## config.mk

```make
export PLATFORM = sky130hd
export DESIGN_NAME = cfg_timer
export DESIGN_NICKNAME = d
export VERILOG_FILES = /design/src/rtl/cfg_timer_pkg.sv /design/src/rtl/tmr_edge_sync.sv /design/src/rtl/tmr_prescaler.sv /design/src/rtl/tmr_core.sv /design/src/rtl/cfg_timer.sv
export SDC_FILE = /design/constraint.sdc
export NUM_CORES = 1
export LEC_CHECK = 0
export BUFFER_PORTS_ARGS = -buffer_cell sky130_fd_sc_hd__buf_4
export CAP_MARGIN = 10
export CORE_MARGIN = 10
export CORE_UTILIZATION = 60
export DETAILED_ROUTE_END_ITERATION = 10
export PLACE_DENSITY = 0.83
export SETUP_SLACK_MARGIN = 0.02
export SLEW_MARGIN = 40
export SYNTH_ARGS = -nofsm -noshare
export SYNTH_HDL_FRONTEND = slang
export SYNTH_HIERARCHICAL = 1
export SYNTH_SLANG_ARGS = --single-unit
export TNS_END_PERCENT = 10
```

## constraint.sdc

```tcl
create_clock -name clk -period 4.65 [get_ports clk]
set_input_delay 0.93 -clock clk [delete_from_list [all_inputs] [get_ports clk]]
set_output_delay 0.93 -clock clk [all_outputs]
set_load 0.005 [all_outputs]
```

## src/rtl/cfg_timer_pkg.sv

```systemverilog
package cfg_timer_pkg;
    localparam int RATIO_W = 3;

    localparam logic [1:0] ADDR_CTL  = 2'd0;
    localparam logic [1:0] ADDR_LO   = 2'd1;
    localparam logic [1:0] ADDR_HBUF = 2'd2;
    localparam logic [1:0] ADDR_FLAG = 2'd3;

    typedef struct packed {
        logic               run;
        logic               narrow;
        logic               src_ext;
        logic               fall_edge;
        logic               bypass;
        logic [RATIO_W-1:0] ratio;
    } tmr_ctl_t;
endpackage

```

## src/rtl/tmr_edge_sync.sv

```systemverilog
module tmr_edge_sync #(
    parameter int STAGES = 2
) (
    input  logic clk,
    input  logic rst_n,
    input  logic pin,
    input  logic fall_sel,
    output logic edge_evt
);
    typedef struct packed {
        logic [STAGES-1:0] sync;
        logic              prev;
    } es_state_t;

    es_state_t st_d, st_q;
    logic      last;

    assign last = st_q.sync[STAGES-1];

    always_comb begin
        st_d         = st_q;
        st_d.sync[0] = pin;
        for (int i = 1; i < STAGES; i++) begin
            st_d.sync[i] = st_q.sync[i-1];
        end
        st_d.prev = last;
    end

    always_ff @(posedge clk or negedge rst_n) begin
        if (!rst_n) st_q <= '0;
        else        st_q <= st_d;
    end

    assign edge_evt = fall_sel ? (st_q.prev & ~last) : (~st_q.prev & last);
endmodule

```

## src/rtl/tmr_prescaler.sv

```systemverilog
module tmr_prescaler #(
    parameter int RATIO_W = 3
) (
    input  logic               clk,
    input  logic               rst_n,
    input  logic               src_evt,
    input  logic               clear,
    input  logic               bypass,
    input  logic [RATIO_W-1:0] ratio,
    output logic               cnt_evt
);
    localparam int PSC_W = 1 << RATIO_W;

    typedef struct packed {
        logic [PSC_W-1:0] psc;
    } ps_state_t;

    ps_state_t        st_d, st_q;
    logic [RATIO_W:0] shamt;
    logic [PSC_W-1:0] lim;
    logic             hit;

    always_comb begin
        shamt = {1'b0, ratio} + 1'b1;
        lim   = ~({PSC_W{1'b1}} << shamt);
        hit   = ((st_q.psc & lim) == lim);
        st_d  = st_q;
        if (clear) begin
            st_d.psc = '0;
        end else if (src_evt && !bypass) begin
            st_d.psc = st_q.psc + 1'b1;
        end
        if (clear)       cnt_evt = 1'b0;
        else if (bypass) cnt_evt = src_evt;
        else             cnt_evt = src_evt & hit;
    end

    always_ff @(posedge clk or negedge rst_n) begin
        if (!rst_n) st_q <= '0;
        else        st_q <= st_d;
    end
endmodule

```

## src/rtl/tmr_core.sv

```systemverilog
module tmr_core #(
    parameter int DW = 8
) (
    input  logic          clk,
    input  logic          rst_n,
    input  logic          cnt_evt,
    input  logic          narrow,
    input  logic [DW-1:0] wdata,
    input  logic          ld_lo,
    input  logic          hbuf_wr,
    input  logic          snap,
    input  logic          flag_clr,
    output logic [2*DW-1:0] cnt,
    output logic [DW-1:0] hbuf,
    output logic          flag
);
    localparam int CW = 2 * DW;

    typedef struct packed {
        logic [CW-1:0] cnt;
        logic [DW-1:0] hbuf;
        logic [1:0]    inh;
        logic          flag;
    } core_state_t;

    core_state_t st_d, st_q;
    logic        wrap;

    always_comb begin
        st_d = st_q;
        wrap = 1'b0;
        if (ld_lo) begin
            st_d.cnt = {st_q.hbuf, wdata};
            st_d.inh = 2'd2;
        end else if (cnt_evt) begin
            if (st_q.inh != 2'd0) begin
                st_d.inh = st_q.inh - 2'd1;
            end else if (narrow) begin
                st_d.cnt[DW-1:0] = st_q.cnt[DW-1:0] + 1'b1;
                wrap = (st_q.cnt[DW-1:0] == {DW{1'b1}});
            end else begin
                st_d.cnt = st_q.cnt + 1'b1;
                wrap = (st_q.cnt == {CW{1'b1}});
            end
        end
        if (hbuf_wr)   st_d.hbuf = wdata;
        else if (snap) st_d.hbuf = st_q.cnt[CW-1:DW];
        st_d.flag = wrap | (st_q.flag & ~flag_clr);
    end

    always_ff @(posedge clk or negedge rst_n) begin
        if (!rst_n) st_q <= '0;
        else        st_q <= st_d;
    end

    assign cnt  = st_q.cnt;
    assign hbuf = st_q.hbuf;
    assign flag = st_q.flag;
endmodule

```

## src/rtl/cfg_timer.sv

```systemverilog
module cfg_timer
    import cfg_timer_pkg::*;
#(
    parameter int DW          = 8,
    parameter int SYNC_STAGES = 2
) (
    input  logic          clk,
    input  logic          rst_n,
    input  logic          cyc_tick,
    input  logic          ext_clk_in,
    input  logic          bus_wr,
    input  logic          bus_rd,
    input  logic [1:0]    bus_addr,
    input  logic [DW-1:0] bus_wdata,
    output logic [DW-1:0] bus_rdata,
    output logic          ovf_irq
);
    localparam int CTL_W = $bits(tmr_ctl_t);

    typedef struct packed {
        tmr_ctl_t ctl;
    } top_state_t;

    top_state_t    st_d, st_q;
    logic          edge_evt, src_evt, cnt_evt;
    logic          wr_ctl, wr_lo, wr_hbuf, wr_flag, rd_lo;
    logic [2*DW-1:0] cnt_w;
    logic [DW-1:0] hbuf_w;
    logic          narrow_w;

    always_comb begin
        wr_ctl  = bus_wr && (bus_addr == ADDR_CTL);
        wr_lo   = bus_wr && (bus_addr == ADDR_LO);
        wr_hbuf = bus_wr && (bus_addr == ADDR_HBUF);
        wr_flag = bus_wr && (bus_addr == ADDR_FLAG);
        rd_lo   = bus_rd && (bus_addr == ADDR_LO);
        st_d    = st_q;
        if (wr_ctl) st_d.ctl = tmr_ctl_t'(bus_wdata[CTL_W-1:0]);
    end

    always_ff @(posedge clk or negedge rst_n) begin
        if (!rst_n) st_q.ctl <= tmr_ctl_t'({CTL_W{1'b1}});
        else        st_q     <= st_d;
    end

    assign narrow_w = st_q.ctl.narrow;
    assign src_evt  = st_q.ctl.run & (st_q.ctl.src_ext ? edge_evt : cyc_tick);

    tmr_edge_sync #(.STAGES(SYNC_STAGES)) u_sync (
        .clk      (clk),
        .rst_n    (rst_n),
        .pin      (ext_clk_in),
        .fall_sel (st_q.ctl.fall_edge),
        .edge_evt (edge_evt)
    );

    tmr_prescaler #(.RATIO_W(RATIO_W)) u_psc (
        .clk     (clk),
        .rst_n   (rst_n),
        .src_evt (src_evt),
        .clear   (wr_lo),
        .bypass  (st_q.ctl.bypass),
        .ratio   (st_q.ctl.ratio),
        .cnt_evt (cnt_evt)
    );

    tmr_core #(.DW(DW)) u_core (
        .clk      (clk),
        .rst_n    (rst_n),
        .cnt_evt  (cnt_evt),
        .narrow   (narrow_w),
        .wdata    (bus_wdata),
        .ld_lo    (wr_lo),
        .hbuf_wr  (wr_hbuf),
        .snap     (rd_lo),
        .flag_clr (wr_flag),
        .cnt      (cnt_w),
        .hbuf     (hbuf_w),
        .flag     (ovf_irq)
    );

    always_comb begin
        case (bus_addr)
            ADDR_CTL:  bus_rdata = DW'(st_q.ctl);
            ADDR_LO:   bus_rdata = cnt_w[DW-1:0];
            ADDR_HBUF: bus_rdata = hbuf_w;
            default:   bus_rdata = {{(DW-1){1'b0}}, ovf_irq};
        endcase
    end
endmodule

```

=== Word level (Yosys, flattened, before mapping) ===
Cells that the tools add are included.

* Output and inout bits: 9
* Bits in registers: 46
* Bits of input ports: 16

* Shifts and indexed selects: 1
* Eq/ne operators: 8
* Reduce and logical (&&, ||, !) cells: 16
* Mux-type cells: 21
* Bitwise operators: 11
* $add $sub $neg: 5

{| class="wikitable"
|+ Operators by type and width
! cell !! count
|-
| 16-bit two-way mux || 3
|-
| 8-bit two-way mux || 6
|-
| 8-bit case mux with 3 select lines || 1
|-
| 16-bit by 1-bit adder with 16-bit output (second input constant) || 1
|-
| 8-bit by 1-bit adder with 8-bit output (second input constant) || 2
|-
| 16-bit == test (second input constant) || 1
|-
| 2-bit nonzero test || 5
|-
| 8-bit bitwise AND || 1
|-
| 8-bit == test || 1
|-
| 8-bit == test (second input constant) || 1
|-
| 1-bit two-way mux || 8
|-
| 8-bit NOT || 1
|-
| 8-bit by 4-bit left shift with 8-bit output (first input constant) || 1
|-
| 1-bit logical AND || 6
|-
| 2-bit two-way mux || 3
|-
| 1-bit bitwise AND || 5
|-
| 3-bit by 1-bit adder with 4-bit output (second input constant) || 1
|-
| 2-bit == test (second input constant) || 2
|-
| 2-bit by 1-bit != test with 1-bit output (second input constant) || 2
|-
| 2-bit AND reduction || 2
|-
| 1-bit NOT || 3
|-
| 3-bit AND reduction || 1
|-
| 2-bit by 1-bit == test with 1-bit output (second input constant) || 1
|-
| 2-bit logical NOT || 1
|-
| 3 further kinds || 3
|}

=== Logic depth before layout (Yosys ltp) ===
* Depth after elaboration: 11
* Mapped depth: 11
* Depth with buffers taken out: 11

=== Modules after synthesis ===
The synthesis kept the hierarchy.

{| class="wikitable"
|+ By module, submodules not included
! module !! instances !! cells each !! seq. area each (µm²) !! area each (µm²)
|-
| tmr_core || 1 || 178 || 675.6 || 1645.3
|-
| cfg_timer || 1 || 43 || 210.2 || 541.8
|-
| tmr_prescaler || 1 || 53 || 200.2 || 493.0
|-
| tmr_edge_sync || 1 || 6 || 75.1 || 97.6
|}

=== Least setup slack after synthesis ===
OpenSTA, ideal clock, no wires.

* Path kind: input-to-reg
* Start: in bus_addr[0]
* End: reg u_core.st_q, in the netlist u_core/cnt[11]
* Setup slack: 1.486 ns
* Data arrival time: 3.038 ns
* Cell stages on the path: 11
* Library setup time: 0.126 ns
* Cell sequence: nor2b_1 -> buf_2 -> and2_2 -> buf_2 -> nand2b_1 -> a2111oi_2 -> o22a_1 -> nand4_4 -> nor4_4 -> nor3b_1 -> a221o_1

* Longest elaborated chain between the ends: 5
* Elaborated cells between the ends (all ways): 8
* Those cells by class: eq/ne (3); mux (2); reduce/logical (3)

{| class="wikitable"
|+ Ends and longest elaborated chain
! element !! line !! text
|-
| from (decl) || cfg_timer.sv:13 || <nowiki>input logic [1:0] bus_addr,</nowiki>
|-
| 2-bit by 1-bit == test with 1-bit output || cfg_timer.sv:33 || <nowiki>wr_lo = bus_wr && (bus_addr == ADDR_LO);</nowiki>
|-
| 1-bit logical AND || cfg_timer.sv:33 ||
|-
| via wr_lo || cfg_timer.sv:26 || <nowiki>logic wr_ctl, wr_lo, wr_hbuf, wr_flag, rd_lo;</nowiki>
|-
| 1-bit two-way mux || tmr_prescaler.sv:33 || <nowiki>if (clear) cnt_evt = 1'b0;</nowiki>
|-
| via cnt_evt || cfg_timer.sv:25 || <nowiki>logic edge_evt, src_evt, cnt_evt;</nowiki>
|-
| 2-bit nonzero test (no source line) || n/a ||
|-
| 3-bit AND reduction (no source line) || n/a ||
|-
| to (signal assigned) || tmr_core.sv:53 || <nowiki>else st_q <= st_d;</nowiki>
|-
| to (decl) || tmr_core.sv:26 || <nowiki>core_state_t st_d, st_q;</nowiki>
|}

The timed path passes the listed nets, and every way through them passes these cells.
A chain may end at the register's enable or synchronous reset.

=== Worst setup path in the final report ===
* Start: in bus_addr[0]
* End: reg u_core.st_q, in the netlist u_core/cnt[6]

* Longest elaborated chain between the ends: 5
* Elaborated cells between the ends (all ways): 7
* Those cells by class: eq/ne (2); mux (2); reduce/logical (3)

{| class="wikitable"
|+ Ends and longest elaborated chain
! element !! line
|-
| 2-bit by 1-bit == test with 1-bit output || cfg_timer.sv:33
|-
| 1-bit logical AND || cfg_timer.sv:33
|-
| via wr_lo || cfg_timer.sv:26
|-
| 1-bit two-way mux || tmr_prescaler.sv:33
|-
| via cnt_evt || cfg_timer.sv:25
|-
| 2-bit nonzero test (no source line) || n/a
|-
| 2-bit AND reduction (no source line) || n/a
|}

The timed path passes the listed nets, and every way through them passes these cells.

==> results.md <==
- GR Layer Usage met1: 0.2123
- Most frequent cells in the layout: 38 x dfrtp_1, 33 x nand2_1, 24 x buf_4, 21 x o21ai_0, 20 x mux2i_1
- Hold Buf Count CTS: 0
- CP max FO: 47
- Core ar.: 0.004384 mm²
- Max-cap viol count: 0
- Area post-placement: roughly 0.0028 mm²
- Clock skew: between 9 and 10 ps
- CP Launch Type: input port
- Slew Viols, Final: 0
- Tcrit/Tclk final: 0.7404
- Remaining DRCs: 0
- Area of the multi-input gates: roughly 0.0014 mm²
- Fin. Hold Viols: 0
- Worst slew margin: 0.4794
- CTS root buffer: clkbuf_8
- H-Tree Depth: 2
- Antenna cells: 0
- DRT Pass-1 Iters: 4
- PortBufs: 24
- HP Start: u_sync/st_d[2]
- Worst hold path class: register to register
- Slew at the pin closest to its max-slew limit: 781.0 ps
- Worst Hold Slack: 361.9 ps
- Initial core utilization: 0.6199
- Row cnt: 24
- R2r startpoint: st_q[1]
- RSZ-0062 raised after global routing: false
- CTS sink count: 46
- Synth Warn #: 6
- Vias per Instance: between 5 and 6
- CP max stage cell: and2_2
- Final #Nets: about 300
- Routed Antenna Nets: 0
- Most common cell after layout, fill and taps aside: dfrtp_1
- Via count: a little under 2k
- Gr usage total: 0.1564
- Peak supply drop: approximately 0.00027 V
- WL per Instance: 17.43 µm
- Die area: 0.007621 mm²
- Fin util: 0.6595
- Clock Pin Slew Worst Setup and Hold Paths: 80 ps
- # setup viols final: 0
- Post-Syn Area: about 0.0027 mm²
- Later-pin clock latency in the skew report: roughly 300 ps
- M3 GR Usage: 0.03745
- Worst setup EP type: register
- Post-route minimum period: 3443 ps
- Final wirelength: ~5800 µm
- Post-CTS setup buffers: 0
- Status: finished, final reports clean
- Worst path max stage delay: a little under 800 ps
- Setup Crit Path Kind: input port to register
- Initial antenna violation count: 0
- Tot Pwr: 1.068 mW
- CTS resizes: 0
- CP cell instances: buf_4, nor2b_1, and2_2, nand2b_1, nor2_1, o22a_1, and4_1, nand4_1, xor2_1, o21ai_0
- Worst EP required: 4800 ps
- Mean post-synth cell area: 9.991 µm²
- Lkg Pwr: between 1 and 1.5 nW
- Power Density: between 300 and 400 mW/mm²
- Largest net degree at the start of global routing: 48
- Setup TNS: 0 ps
- Post-Syn Instances: between 200 and 300
- Fmax achieved: 0.2905 GHz
- CTS tree: done
- Vert. Die Dim: approximately 87 µm
- Overflow after GRT: 0
- Share of layout cells above drive strength 1: 0.2086
- Post-synth net total: ~290
- Num CTS Buffers: 5
- Placer congestion estimate: 0.9014
- CP arrival: ~3600 ps
- Layout filler cell count: approximately 350
- Die Width: 87.30 µm
- Longest Clk Path Bufs: 2
- Routing usage on met2: 0.2414
- Area grow syn2layout: 6.400%
- Busiest layer in global routing: met2
- First-pass GRT wire length: 9625 µm
- Final instance area: roughly 0.0029 mm²
- I/O pin count: 25
- Register area: about 0.0012 mm²
- Vias in the first global route: around 2.0k
- Iteration-0 DRC Markers: 138
- Detailed Place HPWL: around 4200 µm
- Crit path from: bus_addr[0]
-- registers in the layout (all words and copies together), names as in the netlist --
signal / flops
narrow_w: 1
st_q: 7
u_core/cnt: 16
u_core/flag: 1
u_core/hbuf: 8
u_core/st_q: 2
u_psc/st_q: 8
u_sync/last: 1
u_sync/st_d: 1
u_sync/st_q: 1
-- worst paths after layout --
| check | depth (start not counted) | endpoint | slack (ps) |
|---|---|---|---|
| max reg2reg | 10 | u_core/cnt[11] | 1840 |
| max | 10 | u_core/cnt[6] | 1210 |
| min reg2reg | 0 | u_sync/last | 360 |
| max in group asynchronous | 1 | st_q[7] | 3640 |
| min in group asynchronous | 1 | u_psc/st_q[2] | 620 |
| min | 0 | u_sync/last | 360 |
-- layout make-up --
cell class,count,share of cell area
Inverter,6,0.007789
Sequential cell,46,0.4016
Tap cell,52,0.02250
Clock inverter,1,0.001731
Clock buffer,7,0.02986
Timing Repair Buffer,24,0.06231
Multi-Input combinational cell,194,0.4743
-- worst max-delay path, delay by kind of cell --
kind | cells | cell delay [ps]
AO/OA/AOI/OAI | 2 | 370
XOR/XNOR | 1 | 180
buffers and inverters | 1 | 170
AND/OR/NAND/NOR | 6 | 1930
-- power breakdown --
| part | total, mW | leakage, nW | switching [mW] | internal, mW |
|---|---|---|---|---|
| combinational | 0.244 | 0.607 | 0.120 | 0.124 |
| clock | 0.248 | 0.0482 | 0.128 | 0.120 |
| sequential | 0.576 | 0.558 | 0.0951 | 0.481 |
| total | 1.07 | 1.21 | 0.343 | 0.725 |
-- per-layer routing --
layer,up-vias,share of wire,wire length (µm)
li1,955,-,-
met1,962,0.46,2667
met2,49,0.47,2702
met3,9,0.054,311
met4,0,0.012,70
met5,-,0,0
-- per-stage QoR --
stage | instances | setup WS, ps
detailed placement | 322 | 918.2
CTS | 330 | 1231
finish | 330 | 1207
global route | 330 | 920.4
floorplan | 272 | 1486
global placement | 322 | 997.3
Note: power is estimated with default switching activity, not from simulation.
